[config.mk]
export PLATFORM = sky130hd
export DESIGN_NAME = nfr_front
export DESIGN_NICKNAME = d
export VERILOG_FILES = /design/src/rtl/nfr_pkg.sv /design/src/rtl/nfr_decode.sv /design/src/rtl/nfr_chip.sv /design/src/rtl/nfr_drive.sv /design/src/rtl/nfr_front.sv
export SDC_FILE = /design/constraint.sdc
export NUM_CORES = 1
export LEC_CHECK = 0
export ABC_CLOCK_PERIOD_IN_PS = 4580
export BUFFER_PORTS_ARGS = -buffer_cell sky130_fd_sc_hd__buf_2
export CAP_MARGIN = 20
export CELL_PAD_IN_SITES_DETAIL_PLACEMENT = 1
export CELL_PAD_IN_SITES_GLOBAL_PLACEMENT = 2
export CORE_MARGIN = 5
export CORE_UTILIZATION = 25
export CTS_CLUSTER_SIZE = 16
export DETAILED_ROUTE_END_ITERATION = 10
export GPL_TIMING_DRIVEN = 0
export PLACE_DENSITY_LB_ADDON = 0.1
export SYNTH_ARGS = -nofsm -noshare
export SYNTH_HDL_FRONTEND = slang
export SYNTH_SLANG_ARGS = --single-unit
[constraint.sdc]
create_clock -name clk -period 4.58 [get_ports clk]
set_input_delay 1.145 -clock clk [delete_from_list [all_inputs] [get_ports clk]]
set_output_delay 1.145 -clock clk [all_outputs]
set_load 0.01 [all_outputs]
[src/rtl/nfr_pkg.sv]
package nfr_pkg;

    localparam int PAGE_BYTES = 528;
    localparam int ROW_SPAN   = PAGE_BYTES * 256;
    localparam int NCHIP      = 2;

    typedef enum logic [1:0] {
        RM_WAIT  = 2'd0,
        RM_LOW   = 2'd1,
        RM_MID   = 2'd2,
        RM_SPARE = 2'd3
    } rmode_e;

    typedef struct packed {
        logic       cmd_lt;
        logic       adr_lt;
        logic       wr_n;
        logic       rd_n;
        logic       sel1_n;
        logic       sel0_n;
        logic [7:0] dat;
    } pin_t;

    localparam pin_t PIN_REST = '{cmd_lt: 1'b0, adr_lt: 1'b0, wr_n: 1'b1,
                                  rd_n: 1'b1, sel1_n: 1'b1, sel0_n: 1'b1,
                                  dat: 8'h00};

    typedef struct packed {
        logic       idle;
        logic       cmd;
        logic       adr;
        logic       rd;
        logic       bad;
        logic       chip;
        logic [7:0] val;
    } evt_t;

    function automatic logic cmd_known(input logic [7:0] c);
        return (c == 8'hFF) || (c == 8'h00) || (c == 8'h01) || (c == 8'h50);
    endfunction

    function automatic rmode_e cmd_mode(input logic [7:0] c);
        case (c)
            8'h00:   return RM_LOW;
            8'h01:   return RM_MID;
            8'h50:   return RM_SPARE;
            default: return RM_WAIT;
        endcase
    endfunction

    function automatic logic [9:0] col_base(input rmode_e m, input logic [7:0] b);
        case (m)
            RM_MID:   return {2'b01, b};
            RM_SPARE: return {2'b10, b};
            default:  return {2'b00, b};
        endcase
    endfunction

endpackage

[src/rtl/nfr_decode.sv]
module nfr_decode
    import nfr_pkg::*;
(
    input  logic clk,
    input  logic rst,
    input  pin_t pin,
    output evt_t ev
);
    pin_t prev;
    logic sel, wr_fall, rd_fall;

    always_ff @(posedge clk) begin
        if (rst) prev <= PIN_REST;
        else     prev <= pin;
    end

    assign sel     = !pin.sel0_n || !pin.sel1_n;
    assign wr_fall = prev.wr_n && !pin.wr_n;
    assign rd_fall = prev.rd_n && !pin.rd_n;

    always_comb begin
        ev      = '0;
        ev.chip = pin.sel0_n;
        ev.val  = pin.dat;
        if (sel) begin
            ev.idle = pin.rd_n && pin.wr_n;
            ev.cmd  = wr_fall && pin.cmd_lt;
            ev.adr  = wr_fall && !pin.cmd_lt && pin.adr_lt;
            ev.rd   = rd_fall && !pin.cmd_lt && !pin.adr_lt && pin.wr_n;
            ev.bad  = (wr_fall && !pin.cmd_lt && !pin.adr_lt) ||
                      (rd_fall && (pin.cmd_lt || pin.adr_lt || !pin.wr_n));
        end
    end
endmodule

[src/rtl/nfr_chip.sv]
module nfr_chip
    import nfr_pkg::*;
#(
    parameter int ADDR_W = 24,
    parameter int ID     = 0
) (
    input  logic              clk,
    input  logic              rst,
    input  evt_t              ev,
    output logic [ADDR_W-1:0] ptr,
    output logic              fault
);
    rmode_e     mode;
    logic [1:0] cyc;
    logic       hit;

    assign hit = (ev.chip == 1'(ID));

    always_comb begin
        fault = 1'b0;
        if (hit) begin
            if (ev.cmd && !cmd_known(ev.val)) fault = 1'b1;
            if (ev.adr && (mode == RM_WAIT || cyc == 2'd3)) fault = 1'b1;
        end
    end

    always_ff @(posedge clk) begin
        if (rst) begin
            mode <= RM_WAIT;
            cyc  <= 2'd0;
            ptr  <= '0;
        end else if (hit && !fault) begin
            if (ev.cmd) begin
                if (ev.val == 8'hFF) begin
                    mode <= RM_WAIT;
                end else begin
                    mode <= cmd_mode(ev.val);
                    cyc  <= 2'd0;
                end
            end else if (ev.adr) begin
                cyc <= cyc + 2'd1;
                case (cyc)
                    2'd0:    ptr <= ADDR_W'(col_base(mode, ev.val));
                    2'd1:    ptr <= ptr + ADDR_W'(ev.val) * ADDR_W'(ROW_SPAN);
                    default: ptr <= ptr + ADDR_W'(ev.val) * ADDR_W'(PAGE_BYTES);
                endcase
            end else if (ev.rd) begin
                ptr <= ptr + 1'b1;
            end
        end
    end
endmodule

[src/rtl/nfr_drive.sv]
module nfr_drive
    import nfr_pkg::*;
(
    input  logic             clk,
    input  logic             rst,
    input  evt_t             ev,
    input  logic [7:0]       mem_rdata,
    output logic [7:0]       dout,
    output logic             dout_en,
    output logic [NCHIP-1:0] rdy
);
    logic pend, pend_chip;

    always_ff @(posedge clk) begin
        if (rst) begin
            pend      <= 1'b0;
            pend_chip <= 1'b0;
            dout      <= 8'h00;
            dout_en   <= 1'b0;
            rdy       <= '1;
        end else begin
            pend      <= ev.rd;
            pend_chip <= ev.chip;
            if (pend) begin
                dout           <= mem_rdata;
                dout_en        <= 1'b1;
                rdy[pend_chip] <= 1'b1;
            end else if (ev.idle) begin
                dout_en      <= 1'b0;
                rdy[ev.chip] <= 1'b1;
            end
            if (ev.rd) rdy[ev.chip] <= 1'b0;
        end
    end
endmodule

[src/rtl/nfr_front.sv]
module nfr_front
    import nfr_pkg::*;
#(
    parameter int ADDR_W = 24
) (
    input  logic              clk,
    input  logic              rst,
    input  logic [13:0]       bus_in,
    input  logic [7:0]        mem_rdata,
    output logic              mem_req,
    output logic [ADDR_W:0]   mem_addr,
    output logic [7:0]        dout,
    output logic              dout_en,
    output logic [1:0]        rdy,
    output logic              err
);
    pin_t              pin;
    evt_t              ev;
    logic [ADDR_W-1:0] ptr_a [NCHIP];
    logic [NCHIP-1:0]  fault;

    assign pin = bus_in;

    nfr_decode u_dec (.clk(clk), .rst(rst), .pin(pin), .ev(ev));

    for (genvar g = 0; g < NCHIP; g++) begin : g_chip
        nfr_chip #(.ADDR_W(ADDR_W), .ID(g)) u_chip (
            .clk(clk), .rst(rst), .ev(ev), .ptr(ptr_a[g]), .fault(fault[g])
        );
    end

    nfr_drive u_drv (
        .clk(clk), .rst(rst), .ev(ev), .mem_rdata(mem_rdata),
        .dout(dout), .dout_en(dout_en), .rdy(rdy)
    );

    assign mem_req  = ev.rd;
    assign mem_addr = {ev.chip, ptr_a[ev.chip]};

    always_ff @(posedge clk) begin
        if (rst) err <= 1'b0;
        else     err <= ev.bad || (|fault);
    end
endmodule

==> metrics.md <==
| Metric | Value |
|---|---|
| Area growth, synth to finish | `20.1%` |
| Chip width | `between 150 and 200 µm` |
| Crit-path max FO | `7` |
| Ratio of cells with drive above 1 in the final layout | `16.0%` |
| Drt wl/cell | `25.5 µm` |
| Critical Path End | `g_chip[0].u_chip.ptr[21]$_SDFFE_PP0P_` |
| Initial Util | `25.2%` |
| Clk root buf | `clkbuf_16` |
| Worst endpoint required time | `about 4800 ps` |
| Row Count | `63` |
| Core region area | `29600 µm²` |
| Drt first-iter violations | `roughly 630` |
| Syn Area/Cell | `around 7.4 µm²` |
| Mapped cell area | `around 7500 µm²` |
| Residual DRC count | `0` |
| I/O pins | `slightly above 60` |
| Hold Startpoint | `g_chip[0].u_chip.cyc[1]$_SDFFE_PP0P_` |
| Syn_nets | `1106` |
| Dpl hpwl | `approximately 28000 µm` |
| Setup TNS Final | `0 ps` |
| Lkg Pwr | `3.39 nW` |
| Final Hold Vio Count | `0` |
| Placed Cells | `between 1000 and 1500` |
| Worst Setup SP | `bus_in[7]` |
| Max VDD drop | `between 100 and 150 µV` |
| Diodes inserted | `0` |
| CTS buffer count | `9` |
| PwrDens | `210 nW/µm²` |
| Vias per cell | `between 5 and 6` |
| Initial antenna violation count | `0` |
| WS Path Type | `input port to flop` |
| Gr ovfl total | `0` |
| Reg2reg setup slack | `around 1100 ps` |
| TritonCTS clock tree | `yes` |
| Tcrit/Tclk final | `98.8%` |
| Fmax | `between 200 and 250 MHz` |
| Nets@finish | `roughly 1200` |
| Worst R2R Path Depth | `10` |
| Post-layout minimum cycle time | `between 4000 and 5000 ps` |
| Number of global-route vias before repair | `8547` |
| Die Y | `between 150 and 200 µm` |
| FF+latch count, synth | `72` |
| Final GP Congestion | `0.841` |
| Post-synth EDFFs | `0` |
| Total track usage | `around 22%` |
| Layout Cells excl Fill | `around 1500` |
| Hold crit path type | `flop to flop` |
| Clk slew on worst S/H paths | `70 ps` |
| Clock Latency Late Sink | `360 ps` |
| Post-Syn Instances | `a little over 1000` |
| Slew headroom | `30.0%` |
| I/O Buffers | `61` |
| CP Capture Type | `flop` |
| Slew Limit Fails | `0` |
| Yosys cell types | `71` |
| Worst Skew | `13.8 ps` |
| Die footprint | `around 33000 µm²` |
| Via count | `approximately 8300` |
| Final setup viols | `0` |
| Part of the Yosys area used for sequential elements | `19.3%` |
| DRT antenna net count | `0` |
| Status | `finished clean` |
| Most common cell after layout, fill and taps aside | `nand2_1` |
| Top FF cell, synth | `dfxtp_1` |
| Capturing point of the worst reg2reg path | `g_chip[1].u_chip.ptr[14]$_SDFFE_PP0P_` |
| Hold WS | `~490 ps` |
| Largest net degree at the start of global routing | `14` |
| Most frequent cells in the layout | `nand2_1 (86), o21ai_0 (84), nor2_1 (82)` |
| Number of max-cap violations | `0` |
| Drt total wl | `37900 µm` |
| Clock Path Buffers | `2` |
| CP arrival | `4720 ps` |
| Worst r2r src | `g_chip[1].u_chip.ptr[4]$_SDFFE_PP0P_` |
| Critical Path Source Type | `input port` |
| Fraction of registers with async set/reset | `0%` |
| Worst-margin pin slew | `1050 ps` |
| YS warnings | `0` |
| # clock sinks | `a little over 70` |
| First-pass GRT wire length | `~56000 µm` |
| Pre-antenna DRT Iters | `5` |
| H-tree level count | `3` |
-- how the worst min path moves through the flow --
stage	endpoint	slack [ps]	cells past startpoint
5_1_grt	g_chip[0].u_chip.cyc[1]$_SDFFE_PP0P_	520	2
4_1_cts	g_chip[0].u_chip.cyc[1]$_SDFFE_PP0P_	490	2
3_3_place_gp	u_drv.rdy[0]$_SDFF_PP1_	470	2
6_report	g_chip[0].u_chip.cyc[1]$_SDFFE_PP0P_	490	2
2_1_floorplan	g_chip[0].u_chip.cyc[1]$_SDFFE_PP0P_	450	2
3_5_place_dp	u_drv.rdy[0]$_SDFF_PP1_	470	2
-- flip-flops by register name (all words and copies together) (netlist names) --
register	cells
g_chip.u_chip.ptr	48
u_drv.dout	8
g_chip.u_chip.cyc	4
g_chip.u_chip.mode	4
u_dec.prev	2
u_drv.rdy	2
err	1
u_drv.dout_en	1
u_drv.pend	1
u_drv.pend_chip	1
-- per-stage QoR --
step | total power [mW] | util, % | cell area [µm²] | setup slack, ps
3_3_place_gp | 1.05 | 28.0 | 8270 | -984
5_1_grt | 1.96 | 30.3 | 8950 | -15.6
6_report | 1.88 | 30.3 | 8950 | 53.4
2_1_floorplan | 0.885 | - | 7480 | 11.5
3_5_place_dp | 1.05 | 28.0 | 8280 | -994
4_1_cts | 1.89 | 29.8 | 8810 | 3.24
-- critical path, stage by stage --
cell and delay [ps]:
buf_4 180, ha_1 300, ha_1 300, ha_2 200, fa_2 370, a21oi_2 180
nor2b_1 90, xnor2_2 230, inv_4 120, ha_4 310, and4_4 250, o31ai_1 90
a31o_2 290, and2_4 200, o41ai_2 330, a21oi_1 120
-- where the power goes --
| part | internal, mW | switching (mW) |
|---|---|---|
| sequential | 0.632 | 0.00779 |
| clock | 0.479 | 0.341 |
| combinational | 0.146 | 0.277 |
-- synth_stat cells, types with 10 or more instances --
library cell  instances  area, µm²
dfxtp_1              72       1440
ha_1                 69        863
a211oi_1             15        113
o21ai_0              86        430
nor4_1               11       68.8
mux2i_1              13        130
xor2_1               19        166
or2_2                13       81.3
and3_1               14       87.6
o22ai_1              11       68.8
a22oi_1              10       75.1
nand2_1              86        323
xnor2_1              25        219
nor2_1               83        312
a31oi_1              18        113
inv_1                35        131
a21o_1               20        150
nand4_1              10       62.6
or3_1                17        106
a21oi_1              85        425
clkbuf_1             31        116
o31ai_1              14        105
nor3_1               37        185
nand3_1              46        230
mux2_2               17        191
o21a_1               13       97.6
-- logic make-up after synthesis --
logic type      Yosys count  synth area share (%)
compound gates          350                  30.3
xor+xnor                 44                  5.17
fa+ha+maj                74                  12.9
buf+inv                  80                  4.16
flops                    72                  19.3
mux                      30                  4.31
simple gates            358                  23.8
-- layout make-up --
type | instances | area, µm²
fillers | 3666 | 20600
multi-input cells | 856 | 5960
flip-flops and latches | 72 | 1440
well taps | 390 | 488
repair buffers | 77 | 440
clock buffers | 9 | 225
plain buffers | 44 | 175
inverters | 35 | 134
clock inverters | 6 | 93.8
-- what timing repair did --
| action | in CTS | in global routing |
|---|---|---|
| buffers inserted | 10 | 5 |
| hold buffers | 0 | 0 |
| gates resized for setup | 28 | 21 |
| pin swaps | 7 | 12 |
| setup endpoints to repair | 18 | 13 |
-- metal layers --
layer,track usage [%],up-vias,share of wire [%],wire (µm)
met5,0,-,0,0
met2,36.7,213,46,17400
met3,2.81,36,4.1,1570
met1,31.5,4113,48,18300
met4,4.68,0,1.8,673
li1,-,3970,-,-
No activity file was read; power rests on OpenSTA's default activity.
